[config.mk]
export PLATFORM = sky130hd
export DESIGN_NAME = rx_status_ctrl
export DESIGN_NICKNAME = d
export VERILOG_FILES = /design/src/rtl/rxs_pkg.sv /design/src/rtl/rxs_rst_sync.sv /design/src/rtl/rxs_clr_arm.sv /design/src/rtl/rxs_hold.sv /design/src/rtl/rxs_idle.sv /design/src/rtl/rx_status_ctrl.sv
export SDC_FILE = /design/constraint.sdc
export NUM_CORES = 1
export LEC_CHECK = 0
export BUFFER_PORTS_ARGS = -buffer_cell sky130_fd_sc_hd__buf_2
export CAP_MARGIN = 15
export CORE_MARGIN = 4
export CORE_UTILIZATION = 44
export DETAILED_ROUTE_END_ITERATION = 8
export MAX_ROUTING_LAYER = met4
export PLACE_DENSITY = 0.75
export SLEW_MARGIN = 10
export SYNTH_ARGS = -nofsm -noshare
export SYNTH_HDL_FRONTEND = slang
export SYNTH_SLANG_ARGS = --single-unit
[constraint.sdc]
create_clock -name clk -period 0.8 [get_ports clk]
set_clock_uncertainty 0.05 [all_clocks]
set_input_delay 0.08 -clock clk [delete_from_list [all_inputs] [get_ports clk]]
set_output_delay 0.08 -clock clk [all_outputs]
set_load 0.005 [all_outputs]
[src/rtl/rxs_pkg.sv]
package rxs_pkg;

  // Sticky receive status flags, also used for the per-flag clear arming.
  typedef struct packed {
    logic idle;
    logic ovr;
    logic full;
  } rxs_flags_t;

endpackage

[src/rtl/rxs_rst_sync.sv]
module rxs_rst_sync #(
  parameter int STAGES = 2
) (
  input  logic clk,
  input  logic rst_n,
  output logic rst_int_n
);

  logic [STAGES-1:0] sync_q;

  // Reset asserts at once and is released only after STAGES clock edges.
  always_ff @(posedge clk or negedge rst_n) begin
    if (!rst_n) begin
      sync_q <= '0;
    end else begin
      sync_q <= {sync_q[STAGES-2:0], 1'b1};
    end
  end

  assign rst_int_n = sync_q[STAGES-1];

endmodule

[src/rtl/rxs_clr_arm.sv]
module rxs_clr_arm
  import rxs_pkg::*;
(
  input  logic       clk,
  input  logic       rst_n,
  input  logic       stat_rd,
  input  logic       data_rd,
  input  rxs_flags_t flags_i,
  output rxs_flags_t clr_o
);

  rxs_flags_t arm_q;
  rxs_flags_t arm_d;

  // A data read consumes the arming. A status read records the flags that are set now.
  always_comb begin
    arm_d = arm_q;
    if (data_rd) arm_d = '0;
    if (stat_rd) arm_d = flags_i;
  end

  always_ff @(posedge clk or negedge rst_n) begin
    if (!rst_n) begin
      arm_q <= '0;
    end else begin
      arm_q <= arm_d;
    end
  end

  assign clr_o = data_rd ? arm_q : '0;

  // once a data read has consumed it, no arming is left
  p_arm_consumed_r11: assert property (@(posedge clk) disable iff (!rst_n)
    (data_rd && !stat_rd) |=> (arm_q == '0));

  // a flag is armed only if it was set when the status read happened
  p_arm_only_set_r5: assert property (@(posedge clk) disable iff (!rst_n)
    (stat_rd && !flags_i.ovr) |=> !arm_q.ovr);

endmodule

[src/rtl/rxs_hold.sv]
module rxs_hold #(
  parameter int DATA_W = 8
) (
  input  logic              clk,
  input  logic              rst_n,
  input  logic              rx_en,
  input  logic              char_done,
  input  logic [DATA_W-1:0] char_data,
  input  logic              clr_full,
  input  logic              clr_ovr,
  output logic              full_o,
  output logic              ovr_o,
  output logic              load_o,
  output logic [DATA_W-1:0] data_o
);

  logic              full_q, full_d;
  logic              ovr_q, ovr_d;
  logic [DATA_W-1:0] data_q;
  logic              char_ok;
  logic              full_eff;
  logic              load;
  logic              ovr_set;

  // The clearing read acts first. A character then either loads or overruns.
  always_comb begin
    char_ok  = char_done & rx_en;
    full_eff = full_q & ~clr_full;
    load     = char_ok & ~full_eff;
    ovr_set  = char_ok & full_eff;
    full_d   = full_eff | load;
    ovr_d    = (ovr_q & ~clr_ovr) | ovr_set;
  end

  always_ff @(posedge clk or negedge rst_n) begin
    if (!rst_n) begin
      full_q <= 1'b0;
      ovr_q  <= 1'b0;
    end else begin
      full_q <= full_d;
      ovr_q  <= ovr_d;
    end
  end

  // The held byte has its own clock enable: it changes only on a load.
  always_ff @(posedge clk or negedge rst_n) begin
    if (!rst_n) begin
      data_q <= '0;
    end else if (load) begin
      data_q <= char_data;
    end
  end

  assign full_o = full_q;
  assign ovr_o  = ovr_q;
  assign load_o = load;
  assign data_o = data_q;

  // a character that arrives while the byte is still unread leaves the byte alone
  p_ovr_keeps_data_r4: assert property (@(posedge clk) disable iff (!rst_n)
    (rx_en && char_done && full_q && !clr_full) |=> (ovr_q && $stable(data_q)));

  // receive-full falls only through an armed clear
  p_full_clear_armed_r3: assert property (@(posedge clk) disable iff (!rst_n)
    $fell(full_q) |-> $past(clr_full));

  // overrun falls only through an armed clear
  p_ovr_clear_armed_r5: assert property (@(posedge clk) disable iff (!rst_n)
    $fell(ovr_q) |-> $past(clr_ovr));

  // a disabled receiver does not take in characters
  p_disabled_no_load_r10: assert property (@(posedge clk) disable iff (!rst_n)
    (!rx_en && !clr_full) |=> $stable(data_q));

endmodule

[src/rtl/rxs_idle.sv]
module rxs_idle (
  input  logic clk,
  input  logic rst_n,
  input  logic rx_en,
  input  logic idle_det,
  input  logic load,
  input  logic clr_idle,
  output logic idle_o
);

  logic armed_q, armed_d;
  logic idle_q, idle_d;
  logic idle_set;

  // Arming comes from a loaded character. A clear or a disabled receiver drops it.
  always_comb begin
    armed_d  = rx_en & ((armed_q & ~clr_idle) | load);
    idle_set = idle_det & armed_q & rx_en & ~clr_idle;
    idle_d   = (idle_q & ~clr_idle) | idle_set;
  end

  always_ff @(posedge clk or negedge rst_n) begin
    if (!rst_n) begin
      armed_q <= 1'b0;
      idle_q  <= 1'b0;
    end else begin
      armed_q <= armed_d;
      idle_q  <= idle_d;
    end
  end

  assign idle_o = idle_q;

  // idle can rise only when a character has armed it
  p_idle_needs_char_r7: assert property (@(posedge clk) disable iff (!rst_n)
    $rose(idle_q) |-> $past(armed_q));

  // disabling the receiver discards the arming
  p_disable_drops_arm_r10: assert property (@(posedge clk) disable iff (!rst_n)
    !rx_en |=> !armed_q);

  // a clear of idle leaves no arming behind unless a character loads in that cycle
  p_clear_disarms_r8: assert property (@(posedge clk) disable iff (!rst_n)
    (clr_idle && !load) |=> !armed_q);

endmodule

[src/rtl/rx_status_ctrl.sv]
module rx_status_ctrl
  import rxs_pkg::*;
#(
  parameter int DATA_W    = 8,
  parameter int RST_SYNCS = 2
) (
  input  logic              clk,
  input  logic              rst_n,
  input  logic              rx_en,
  input  logic              char_done,
  input  logic [DATA_W-1:0] char_data,
  input  logic              idle_det,
  input  logic              stat_rd,
  input  logic              data_rd,
  input  logic              ovr_ie,
  output logic              full_o,
  output logic              ovr_o,
  output logic              idle_o,
  output logic [DATA_W-1:0] data_o,
  output logic              err_irq_o
);

  logic       rst_int_n;
  rxs_flags_t flags;
  rxs_flags_t clr;
  logic       load;

  rxs_rst_sync #(.STAGES(RST_SYNCS)) i_rst_sync (
    .clk       (clk),
    .rst_n     (rst_n),
    .rst_int_n (rst_int_n)
  );

  rxs_clr_arm i_clr_arm (
    .clk     (clk),
    .rst_n   (rst_int_n),
    .stat_rd (stat_rd),
    .data_rd (data_rd),
    .flags_i (flags),
    .clr_o   (clr)
  );

  rxs_hold #(.DATA_W(DATA_W)) i_hold (
    .clk       (clk),
    .rst_n     (rst_int_n),
    .rx_en     (rx_en),
    .char_done (char_done),
    .char_data (char_data),
    .clr_full  (clr.full),
    .clr_ovr   (clr.ovr),
    .full_o    (flags.full),
    .ovr_o     (flags.ovr),
    .load_o    (load),
    .data_o    (data_o)
  );

  rxs_idle i_idle (
    .clk      (clk),
    .rst_n    (rst_int_n),
    .rx_en    (rx_en),
    .idle_det (idle_det),
    .load     (load),
    .clr_idle (clr.idle),
    .idle_o   (flags.idle)
  );

  assign full_o    = flags.full;
  assign ovr_o     = flags.ovr;
  assign idle_o    = flags.idle;
  assign err_irq_o = flags.ovr & ovr_ie;

  // Input rule: a bus performs one access at a time
  p_rd_exclusive_r3: assert property (@(posedge clk) disable iff (!rst_int_n)
    !(stat_rd && data_rd));

  // while internal reset is held, every flag is low
  p_reset_clear_r1: assert property (@(posedge clk)
    !rst_int_n |=> (rst_int_n || (!full_o && !ovr_o && !idle_o)));

  // a character during a clearing read keeps receive-full set with no overrun
  p_same_cycle_load_r9: assert property (@(posedge clk) disable iff (!rst_int_n)
    (clr.full && rx_en && char_done && !ovr_o) |=> (full_o && !ovr_o));

endmodule

# == Word level (Yosys, flattened, before mapping) ==
# Cells that the tools add are included.
# totals
reg_bits,17
word_cells,33
# op_classes
n_mux,3
bitwise_logic,20
n_reduce_logical,1
# ops
operator,n
bitwise AND 1 bit,12
2-to-1 mux 3 bit,3
NOT 1 bit,4
OR 1 bit,4
nonzero test 2 bit,1

# == Depth between registers and ports, before layout ==
# Gate-level depths: netlist (run 1).
# logic_depth
depth_word,7
mapped_depth,3
mapped_depth_nobuf,3

# == Cells and area by module ==
# From an unflattened synthesis (run 1), not the netlist that was laid out.
# hier_totals
cells_unflattened,47
hier_area_um2,713.2
# modules_own_cells
mod,n_inst,cells_each,area_each_um2,seq_area_each_um2
rxs_hold,1,25,442.9,250.2
rxs_clr_arm,1,12,136.4,75.1
rxs_idle,1,6,73.8,50.0
rxs_rst_sync,1,3,53.8,50.0
rx_status_ctrl,1,1,6.3,0.0

# == Least setup slack after synthesis (run 1) ==
# No wires, ideal clock.
# synth_timing
path_type,register to register
startpoint,"reg i_hold.full_q, in the netlist i_hold.full_o"
endpoint,"reg i_hold.data_q[0], in the netlist i_hold.data_o[0]"
setup_time_ns,0.125
arrival_time_ns,1.019
required_ns,0.625
setup_slack_ns,-0.394
stages_incl_launch_ff,3
path_buffers,0
synth_period_minus_slack_ns,1.194
cell_sequence,dfrtp_1 a21oi_4 mux2_2
# synth_between
elab_chain_cells,3
# synth_lines
element,line,text
from (decl),rxs_hold.sv:17,"logic full_q, full_d;"
from (signal assigned),rxs_hold.sv:40,full_q <= full_d;
bitwise AND 1 bit,rxs_hold.sv:28,full_eff = full_q & ~clr_full;
NOT 1 bit,rxs_hold.sv:29,load = char_ok & ~full_eff;
bitwise AND 1 bit,rxs_hold.sv:29,
to (signal assigned),rxs_hold.sv:50,data_q <= char_data;
to (decl),rxs_hold.sv:19,logic [DATA_W-1:0] data_q;
# No other way between the ends.
# A chain may end at the register's enable or synchronous reset.

# == Final worst setup path (run 1) ==
# layout_timing
startpoint,reg i_clr_arm.arm_q[0] (netlist bit)
endpoint,"reg i_hold.data_q[7], in the netlist i_hold.data_o[7]"
# layout_between
elab_chain_cells,5
# layout_lines
element,line,text
from (decl),rxs_clr_arm.sv:12,rxs_flags_t arm_q;
from (signal assigned),rxs_clr_arm.sv:26,arm_q <= arm_d;
2-to-1 mux 3 bit,rxs_clr_arm.sv:30,assign clr_o = data_rd ? arm_q : '0;
NOT 1 bit,rxs_hold.sv:28,
bitwise AND 1 bit,rxs_hold.sv:28,
NOT 1 bit,rxs_hold.sv:29,
bitwise AND 1 bit,rxs_hold.sv:29,
# No other way between the ends.

==> run metrics, run 1 <==
commonest non-fill, non-tap cell in the layout buf_2; DRC errors left 0; internal power 1.854 mW; post-place setup slack -489.3 ps; clock tree buffer depth 2; Placed Instances 95; Finished Layout Cells 106; DP Area 832.0 um^2; synthesized instance count 48; layout net count 108; Switching Fraction 28.05%; RSZ-0062 raised after global routing yes; Tcrit/Tclk final 153.5%; commonest non-fill, non-tap cells in the layout 26 x buf_2, 17 x dfrtp_1, 6 x nand2_1, 6 x mux2_2, 6 x buf_4; GRT overflow 0; via count 514; wire per inst 12.25 um; failing checks hold timing, setup timing; Adder-Cell Fraction of Synth Area 0%; vias in the first global route 520; Finished Cell Area 992.2 um^2; max-cap check violation count 0; Sink Count 17; area used by multi-input combinational logic 261.5 um^2; total track usage 14.73%; 1st-iter DRT viols 2; Crit Path Class flip-flop to flip-flop; largest net degree at the start of global routing 10; Final setup viols 26; initial core utilization 48.03%; Die Area 0.002130 mm^2; die height 46.16 um; HP Class primary input to flip-flop; fraction of layout cells with a size suffix above 1 63.74%; routability congestion estimate 0.6987; r2r worst-path depth 4; initial antenna violation count 0; Worst-path clk slew 90 ps; post-route setup TNS -5806 ps; mux cell area share after synthesis 14.06%; Seq pwr share 47.4%; Die X 46.16 um; power share of the combinational group 35.6%; largest family of logic cells by synthesized area multiplexers; Power per Cell Area 2597 mW/mm^2; leakage power 0.4881 nW; clock period minus worst slack 1228 ps; final WL 1.299 mm; Hold Vio Cnt, Final 8; Clk pwr share 17.0%; status finished, violations left; fin worst setup slack -427.9 ps; Via density 4.849; XOR/XNOR share of the synthesized area 0%; critical path fanouts, max 9; antenna-violating nets left 0; Synth Area in Simple Gates 10.16%; DP HPWL 939.8 um; Port-buffer cells 27; Max Fclk 814.4 MHz; root buf cell clkbuf_4; Clock Latency Late Sink 280 ps; Startpoint Class flip-flop; syn_area_per_cell 13.35 um^2; CP Capture Type flip-flop; core area 0.001334 mm^2; FILL cells 98; Syn-to-layout area delta 54.88%; syn_nets 64; Rows 13; hold buffer count at cts 2; TritonCTS buffer count 3; Netlist cell types 12; first-pass GRT wire length 2.090 mm; Max Transition Viols Final 0; part of the Yosys area used for sequential elements 66.41%; Hold WS -26.43 ps; DR pass1 iterations 4; VDD IR-drop max 0.001510 V; H-tree Lvls 1; Reg area 425.4 um^2; Switch Pwr 0.7228 mW; warnings from Yosys 0; mapped cell area 640.6 um^2; CTS tree done; Min-Delay Path Depth 2; Worst Path Required 920 ps; number of inserted diodes 0; IO Pins 28; critical path arrival 1350 ps; post-synthesis compound-gate area fraction 8.789%; Yosys reg bits 17
==> repair_timing <==
| action | in CTS | in global routing |
|---|---|---|
| buffers inserted | 4 | 1 |
| pin swaps | 2 | 2 |
| resized for setup | 8 | 9 |
| endpoints found under the hold margin | 11 | 8 |
| setup endpoints to repair | 24 | 27 |
| cloned | 0 | 0 |
==> cell families (layout without fill, tap and decap cells) <==
| kind of cell | count (synthesis) | after routing |
|---|---|---|
| AND/OR/NAND/NOR | 14 | 14 |
| AO/OA/AOI/OAI | 8 | 8 |
| other | 1 | 1 |
| multiplexers | 8 | 8 |
| flip-flops | 17 | 17 |
| buffers and inverters | 0 | 43 |
==> registers in the layout (all words and copies together) (netlist names) <==
signal             count
i_hold.full_o          1
i_clr_arm.arm_q        3
i_hold.data_o          8
i_hold.ovr_o           1
i_idle.armed_q         1
i_idle.idle_o          1
i_rst_sync.sync_q      2
==> worst max-delay path: stages (launching register included) <==
cell     delay [ps]
dfrtp_1         370
nand2_2          80
a21oi_4         150
buf_12          140
mux2_2          330
==> cells in the mapped netlist <==
cell type / count / area share, %
a31o_2: 1 / 1.4
conb_1: 1 / 0.59
mux2_2: 8 / 14
and2_1: 1 / 0.98
a21oi_4: 1 / 2.5
a21oi_1: 1 / 0.78
nand2_1: 9 / 5.3
a31oi_1: 1 / 0.98
dfrtp_1: 17 / 66
o21ai_0: 4 / 3.1
nand2_2: 1 / 0.98
nand2b_1: 3 / 2.9
==> metrics by stage <==
step	power, mW	utilization (%)
global placement	1.798	62.38
CTS	2.479	70.83
global route	2.779	74.39
finish	2.577	74.39
detailed placement	1.825	62.38
floorplan	1.501	-
==> layout make-up <==
class / instances / share of cell area [%]
multi-input combinational: 31 / 26.36
clock buffer: 4 / 2.648
timing repair buffer: 39 / 26.23
sequential: 17 / 42.88
tap: 15 / 1.892
==> path summary, 6_finish.rpt <==
path / end / slack, ps / startpoint
min reg2reg: i_hold.full_o$_DFF_PN0_ / 110 / i_rst_sync.sync_q[1]$_DFF_PN0_
min in group asynchronous: i_rst_sync.sync_q[0]$_DFF_PN0_ / 50 / rst_n
max reg2reg: i_hold.data_o[7]$_DFFE_PN0P_ / -430 / i_clr_arm.arm_q[0]$_DFFE_PN0P_
min: i_hold.data_o[6]$_DFFE_PN0P_ / -30 / char_data[6]
max: i_hold.data_o[7]$_DFFE_PN0P_ / -430 / i_clr_arm.arm_q[0]$_DFFE_PN0P_
max in group asynchronous: i_hold.data_o[7]$_DFFE_PN0P_ / 460 / i_rst_sync.sync_q[1]$_DFF_PN0_
==> metal layers <==
layer	global-route usage, %	vias up	part of all wire, %
li1	-	252	-
met1	17.29	239	39
met2	23.35	21	51
met3	3.906	2	8.2
met4	6.818	0	1.7
met5	-	-	0
==> power by group through the flow <==
| stage | logic, mW | clock network, mW | registers [mW] |
|---|---|---|---|
| 2_1_floorplan | 0.242 | 0 | 1.26 |
| 3_3_place_gp | 0.570 | 0 | 1.23 |
| 3_5_place_dp | 0.586 | 0 | 1.24 |
| 4_1_cts | 0.807 | 0.464 | 1.21 |
| 5_1_grt | 1.01 | 0.509 | 1.26 |
| 6_report | 0.918 | 0.438 | 1.22 |
Note: power is estimated with default switching activity, not from simulation.
==> run 2: changes to the inputs <==
--- a/config.mk
+++ b/config.mk
@@ -9,6 +9,7 @@
 export CAP_MARGIN = 15
 export CORE_MARGIN = 4
 export CORE_UTILIZATION = 44
+export CTS_CLUSTER_DIAMETER = 30
 export DETAILED_ROUTE_END_ITERATION = 8
 export MAX_ROUTING_LAYER = met4
 export PLACE_DENSITY = 0.75
@@ -16,3 +17,4 @@
 export SYNTH_ARGS = -nofsm -noshare
 export SYNTH_HDL_FRONTEND = slang
 export SYNTH_SLANG_ARGS = --single-unit
+export TNS_END_PERCENT = 30
==> run 2 against run 1 <==
The run still ends with hold timing, setup timing left. Highest routed layer unchanged. Power shrank 6.9%. Flip-flop and latch count is the same. Combinational power shrank 23%. Die area is the same. Hold slack lost 5.2 ps. Critical path depth is the same.
==> run metrics, run 2 (same netlist as run 1, synthesis figures left out) <==
status finished, violations left; failing checks hold timing, setup timing; commonest non-fill, non-tap cell in the layout buf_2; H-tree Lvls 1; r2r worst-path depth 4; VDD IR-drop max 0.001369 V; Max Fclk 793.4 MHz; Startpoint Class flip-flop; root buf cell clkbuf_4; Power per Cell Area 2499 mW/mm^2; clock tree buffer depth 2; clock period minus worst slack 1260 ps; Worst-path clk slew 100 ps; final WL 1.470 mm; critical path arrival 1390 ps; DP HPWL 1.065 mm; FILL cells 103; Max Transition Viols Final 0; Die Area 0.002130 mm^2; Clock Latency Late Sink 280 ps; wire per inst 14.27 um; Placed Instances 95; internal power 1.722 mW; CP Depth 4; DR pass1 iterations 4; Largest register FFs 8; critical path fanouts, max 7; Clk pwr share 18.6%; fin worst setup slack -460.3 ps; CP Cell Sequence nand2_2 > a21oi_4 > buf_12 > mux2_4; CP Capture Type flip-flop; via count 509; power share of the combinational group 29.6%; Port-buffer cells 27; CTS tree done; initial antenna violation count 0; Seq pwr share 51.8%; die height 46.16 um; Rows 13; max-cap check violation count 0; R2R setup slack -460 ps; Hold WS -31.66 ps; RSZ-0062 raised after global routing yes; Via density 4.942; vias in the first global route 523; routability congestion estimate 0.7169; layout net count 105; hold buffer count at cts 2; core area 0.001334 mm^2; Switch Pwr 0.6761 mW; Hold Startpoint char_data[5]; first-pass GRT wire length 2.297 mm; WP buf/inv 1; IO Pins 28; Syn-to-layout area delta 49.80%; DRC errors left 0; fraction of layout cells with a size suffix above 1 55.68%; initial core utilization 48.03%; total track usage 16.36%; Switching Fraction 28.19%; largest net degree at the start of global routing 12; Sink Count 17; TritonCTS buffer count 3; antenna-violating nets left 0; leakage power 0.4882 nW; commonest non-fill, non-tap cells in the layout 26 x buf_2, 17 x dfrtp_1, 9 x nand2_1; CP max stage delay 380 ps; Worst Setup EP i_hold.data_o[0]$_DFFE_PN0P_; Die X 46.16 um; Hold Vio Cnt, Final 8; FF-to-FF Start i_clr_arm.arm_q[0]$_DFFE_PN0P_; reg2reg end i_hold.data_o[0]$_DFFE_PN0P_; number of inserted diodes 0; GRT overflow 0; Tcrit/Tclk final 157.5%; gate family responsible for the most delay along the worst path flip-flops; Final setup viols 24; Finished Layout Cells 103; critical path launch point i_clr_arm.arm_q[0]$_DFFE_PN0P_; Crit Path Class flip-flop to flip-flop; Worst Path Required 930 ps; HP Class primary input to flip-flop; 1st-iter DRT viols 6; Min-Delay Path Depth 2; Slowest cell on crit path dfrtp_1
[run 2: worst reg2reg max path, stage by stage (launching register included)]
cell and delay, ps:
dfrtp_1 380, nand2_2 80, a21oi_4 190, buf_12 150
mux2_4 300
[run 2: worst min-delay path by stage]
stage / to / slack [ps]
after detailed placement: i_rst_sync.sync_q[1]$_DFF_PN0_ / -180
after global placement: i_rst_sync.sync_q[0]$_DFF_PN0_ / -180
after CTS: i_hold.data_o[5]$_DFFE_PN0P_ / -40
after global routing: i_hold.data_o[5]$_DFFE_PN0P_ / -40
after floorplan: i_rst_sync.sync_q[0]$_DFF_PN0_ / -270
final: i_hold.data_o[5]$_DFFE_PN0P_ / -30
[run 2: power groups by stage]
stage / Clock, mW / Combinational (mW) / Sequential, mW
2_1_floorplan: 0 / 0.242 / 1.26
3_3_place_gp: 0 / 0.574 / 1.24
3_5_place_dp: 0 / 0.591 / 1.25
4_1_cts: 0.462 / 0.714 / 1.24
5_1_grt: 0.491 / 0.779 / 1.27
6_report: 0.447 / 0.710 / 1.24
[run 2: cell type report]
class                      instances  area [um^2]  share of cell area, %
clock buffer                       3        22.52                  2.347
clock inverter                     1        5.005                 0.5215
multi-input combinational         31        245.2                  25.55
sequential                        17        425.4                  44.33
tap                               15        18.77                  1.956
timing repair buffer              36        242.7                  25.29
[run 2: what timing repair did]
item                       CTS  global route
setup endpoints to repair   25            26
gates resized for setup     11             2
buffers inserted             2             0
hold endpoints to repair    12             8
pin swaps                    3             0
[run 2: metrics by stage]
step                util, %  setup TNS [ps]  setup WS [ps]  area, um^2  total power, mW
detailed placement    63.32           -4316         -494.0       844.6            1.844
global placement      63.32           -3962         -460.2       844.6            1.810
CTS                   71.48           -5887         -426.4       953.4            2.415
global route          71.95           -7083         -525.3       959.7            2.541
finish                71.95           -5993         -460.3       959.7            2.398
floorplan                 -           -3287         -394.2       640.6            1.501
[run 2: per-layer routing]
metal	track usage [%]	wire length, um
met4	8.523	12
met1	19.15	584
met3	2.344	66
met2	26.92	806
met5	-	0
==> run 3: changes to the inputs <==
--- a/config.mk
+++ b/config.mk
@@ -7,8 +7,10 @@
 export LEC_CHECK = 0
 export BUFFER_PORTS_ARGS = -buffer_cell sky130_fd_sc_hd__buf_2
 export CAP_MARGIN = 15
+export CELL_PAD_IN_SITES_DETAIL_PLACEMENT = 1
+export CELL_PAD_IN_SITES_GLOBAL_PLACEMENT = 1
 export CORE_MARGIN = 4
-export CORE_UTILIZATION = 44
+export CORE_UTILIZATION = 34
 export CTS_CLUSTER_DIAMETER = 30
 export DETAILED_ROUTE_END_ITERATION = 8
 export MAX_ROUTING_LAYER = met4
==> run 3 against run 2 <==
The run still ends with hold timing, setup timing left. Power up 1.7%. Non-clock buffer count up 2. Register-to-register slack better by 20 ps. Combinational power up 1%. Utilization down 17 points. Via count down 0.59%. Flip-flop and latch count unchanged. Sequential share of layout area down 0.23 points. Clock power up 8.1%. Cell count up 12%. Critical endpoint unchanged. Largest power group unchanged.
==> run metrics, run 3 (same netlist as run 1, synthesis figures left out) <==
Die Area 0.002642 mm^2; root buf cell clkbuf_4; Min-Delay Path Depth 2; status finished, violations left; Worst Path Required 940 ps; final WL 1.571 mm; Syn-to-layout area delta 50.59%; fin worst setup slack -436.1 ps; Tcrit/Tclk final 154.5%; Final setup viols 24; initial core utilization 36.31%; HP Class primary input to flip-flop; leakage power 0.4846 nW; failing checks hold timing, setup timing; Worst-path clk slew 110 ps; DRC errors left 0; CP Capture Type flip-flop; via count 506; Crit Path Class flip-flop to flip-flop; critical path arrival 1370 ps; DR pass1 iterations 3; commonest non-fill, non-tap cell in the layout buf_2; Max Transition Viols Final 0; total track usage 14.29%; CP Cell Sequence nand2_2 > a21oi_4 > buf_6 > mux2_4; clock tree buffer depth 2; TritonCTS buffer count 3; 1st-iter DRT viols 6; Via density 4.400; commonest non-fill, non-tap cells in the layout 27 x buf_2, 17 x dfrtp_1, 8 x nand2_1, 8 x mux2_4, 7 x buf_4; hold buffer count at cts 2; Die X 51.41 um; VDD IR-drop max 0.001660 V; Largest register FFs 8; GRT overflow 0; largest net degree at the start of global routing 16; power share of the combinational group 29.4%; layout net count 107; reg2reg end i_hold.data_o[0]$_DFFE_PN0P_; final core area utilization 54.68%; number of inserted diodes 0; vias in the first global route 561; Port-buffer cells 27; Hold WS -49.86 ps; Startpoint Class flip-flop; wire per inst 13.66 um; Rows 15; post-place setup slack -508.1 ps; critical path launch point i_clr_arm.arm_q[0]$_DFFE_PN0P_; first-pass GRT wire length 2.622 mm; routability congestion estimate 0.6346; fraction of layout cells with a size suffix above 1 57.78%; clock period minus worst slack 1236 ps; R2R setup slack -440 ps; Clock Latency Late Sink 300 ps; H-tree Lvls 1; core area 0.001764 mm^2; Hold Startpoint char_data[5]; antenna-violating nets left 0; Max Fclk 809.0 MHz; CP max stage delay 390 ps; IO Pins 28; max-cap check violation count 0; initial antenna violation count 0; die height 51.41 um; DP HPWL 1.071 mm; Power per Cell Area 2529 mW/mm^2; critical path fanouts, max 5; Seq pwr share 50.8%; Hold Vio Cnt, Final 8; Switching Fraction 29.12%; Final Total Pwr 2.439 mW; CTS tree done; Sink Count 17; Clk pwr share 19.8%; r2r worst-path depth 4; FF-to-FF Start i_clr_arm.arm_q[0]$_DFFE_PN0P_; Placed Instances 104; internal power 1.729 mW; Switch Pwr 0.7103 mW; Finished Layout Cells 115; Slowest cell on crit path dfrtp_1; RSZ-0062 raised after global routing yes; hold path endpoint i_hold.data_o[5]$_DFFE_PN0P_
[run 3: cell count changes in the layout (fill, tap and decap cells not counted), sizes merged]
cell | previous run | this run
buf | 34 | 36
clkinv | 1 | 0
clkinvlp | 0 | 1
[run 3: how the worst max path moves through the flow]
| stage | slack [ps] | end |
|---|---|---|
| global route | -470 | i_hold.data_o[0]$_DFFE_PN0P_ |
| detailed placement | -510 | i_hold.data_o[7]$_DFFE_PN0P_ |
| global placement | -470 | i_hold.data_o[4]$_DFFE_PN0P_ |
| floorplan | -390 | i_hold.data_o[0]$_DFFE_PN0P_ |
| CTS | -400 | i_hold.data_o[3]$_DFFE_PN0P_ |
| finish | -440 | i_hold.data_o[0]$_DFFE_PN0P_ |
[run 3: layout make-up]
class / count / area, um^2
Fill cell: 214 / 799.5
Sequential cell: 17 / 425.4
Multi-Input combinational cell: 31 / 247.7
Timing Repair Buffer: 38 / 230.2
Tap cell: 25 / 31.28
Clock buffer: 3 / 22.52
Clock inverter: 1 / 7.507
[run 3: timing repair]
| action | in CTS | in global routing |
|---|---|---|
| endpoints found under the setup margin | 24 | 26 |
| setup buffers | 3 | 2 |
| resized for setup | 12 | 1 |
| endpoints found under the hold margin | 12 | 8 |
| pin swaps | 3 | 2 |
[run 3: power groups by stage]
stage | Sequential (mW) | Clock [mW] | Combinational [mW]
final | 1.24 | 0.483 | 0.717
after global placement | 1.23 | 0 | 0.569
after floorplan | 1.26 | 0 | 0.242
after global routing | 1.27 | 0.553 | 0.800
after detailed placement | 1.25 | 0 | 0.589
after CTS | 1.24 | 0.510 | 0.709
[run 3: worst max-delay path, delay by kind of cell (launching register included)]
family	cells	cell delay, ps
AOI/OAI and AO/OA	1	160
buffers and inverters	1	150
DFF	1	390
muxes	1	290
and+or+nand+nor	1	80
[run 3: through the flow]
stage / setup TNS, ps / hold WS [ps] / instance area [um^2]
after floorplan: -3287 / -265.6 / 640.6
after global placement: -4006 / -184.1 / 837.1
after detailed placement: -4323 / -182.2 / 837.1
after CTS: -6035 / -60.05 / 949.7
after global routing: -7445 / -64.88 / 964.7
final: -6343 / -49.86 / 964.7
[run 3: layer usage]
layer	up-vias	GRT usage, %	routed length, um
met5	-	-	0
met4	0	2.620	0
met3	0	6.997	135
met2	22	24.15	776
met1	240	15.24	659
li1	244	-	-
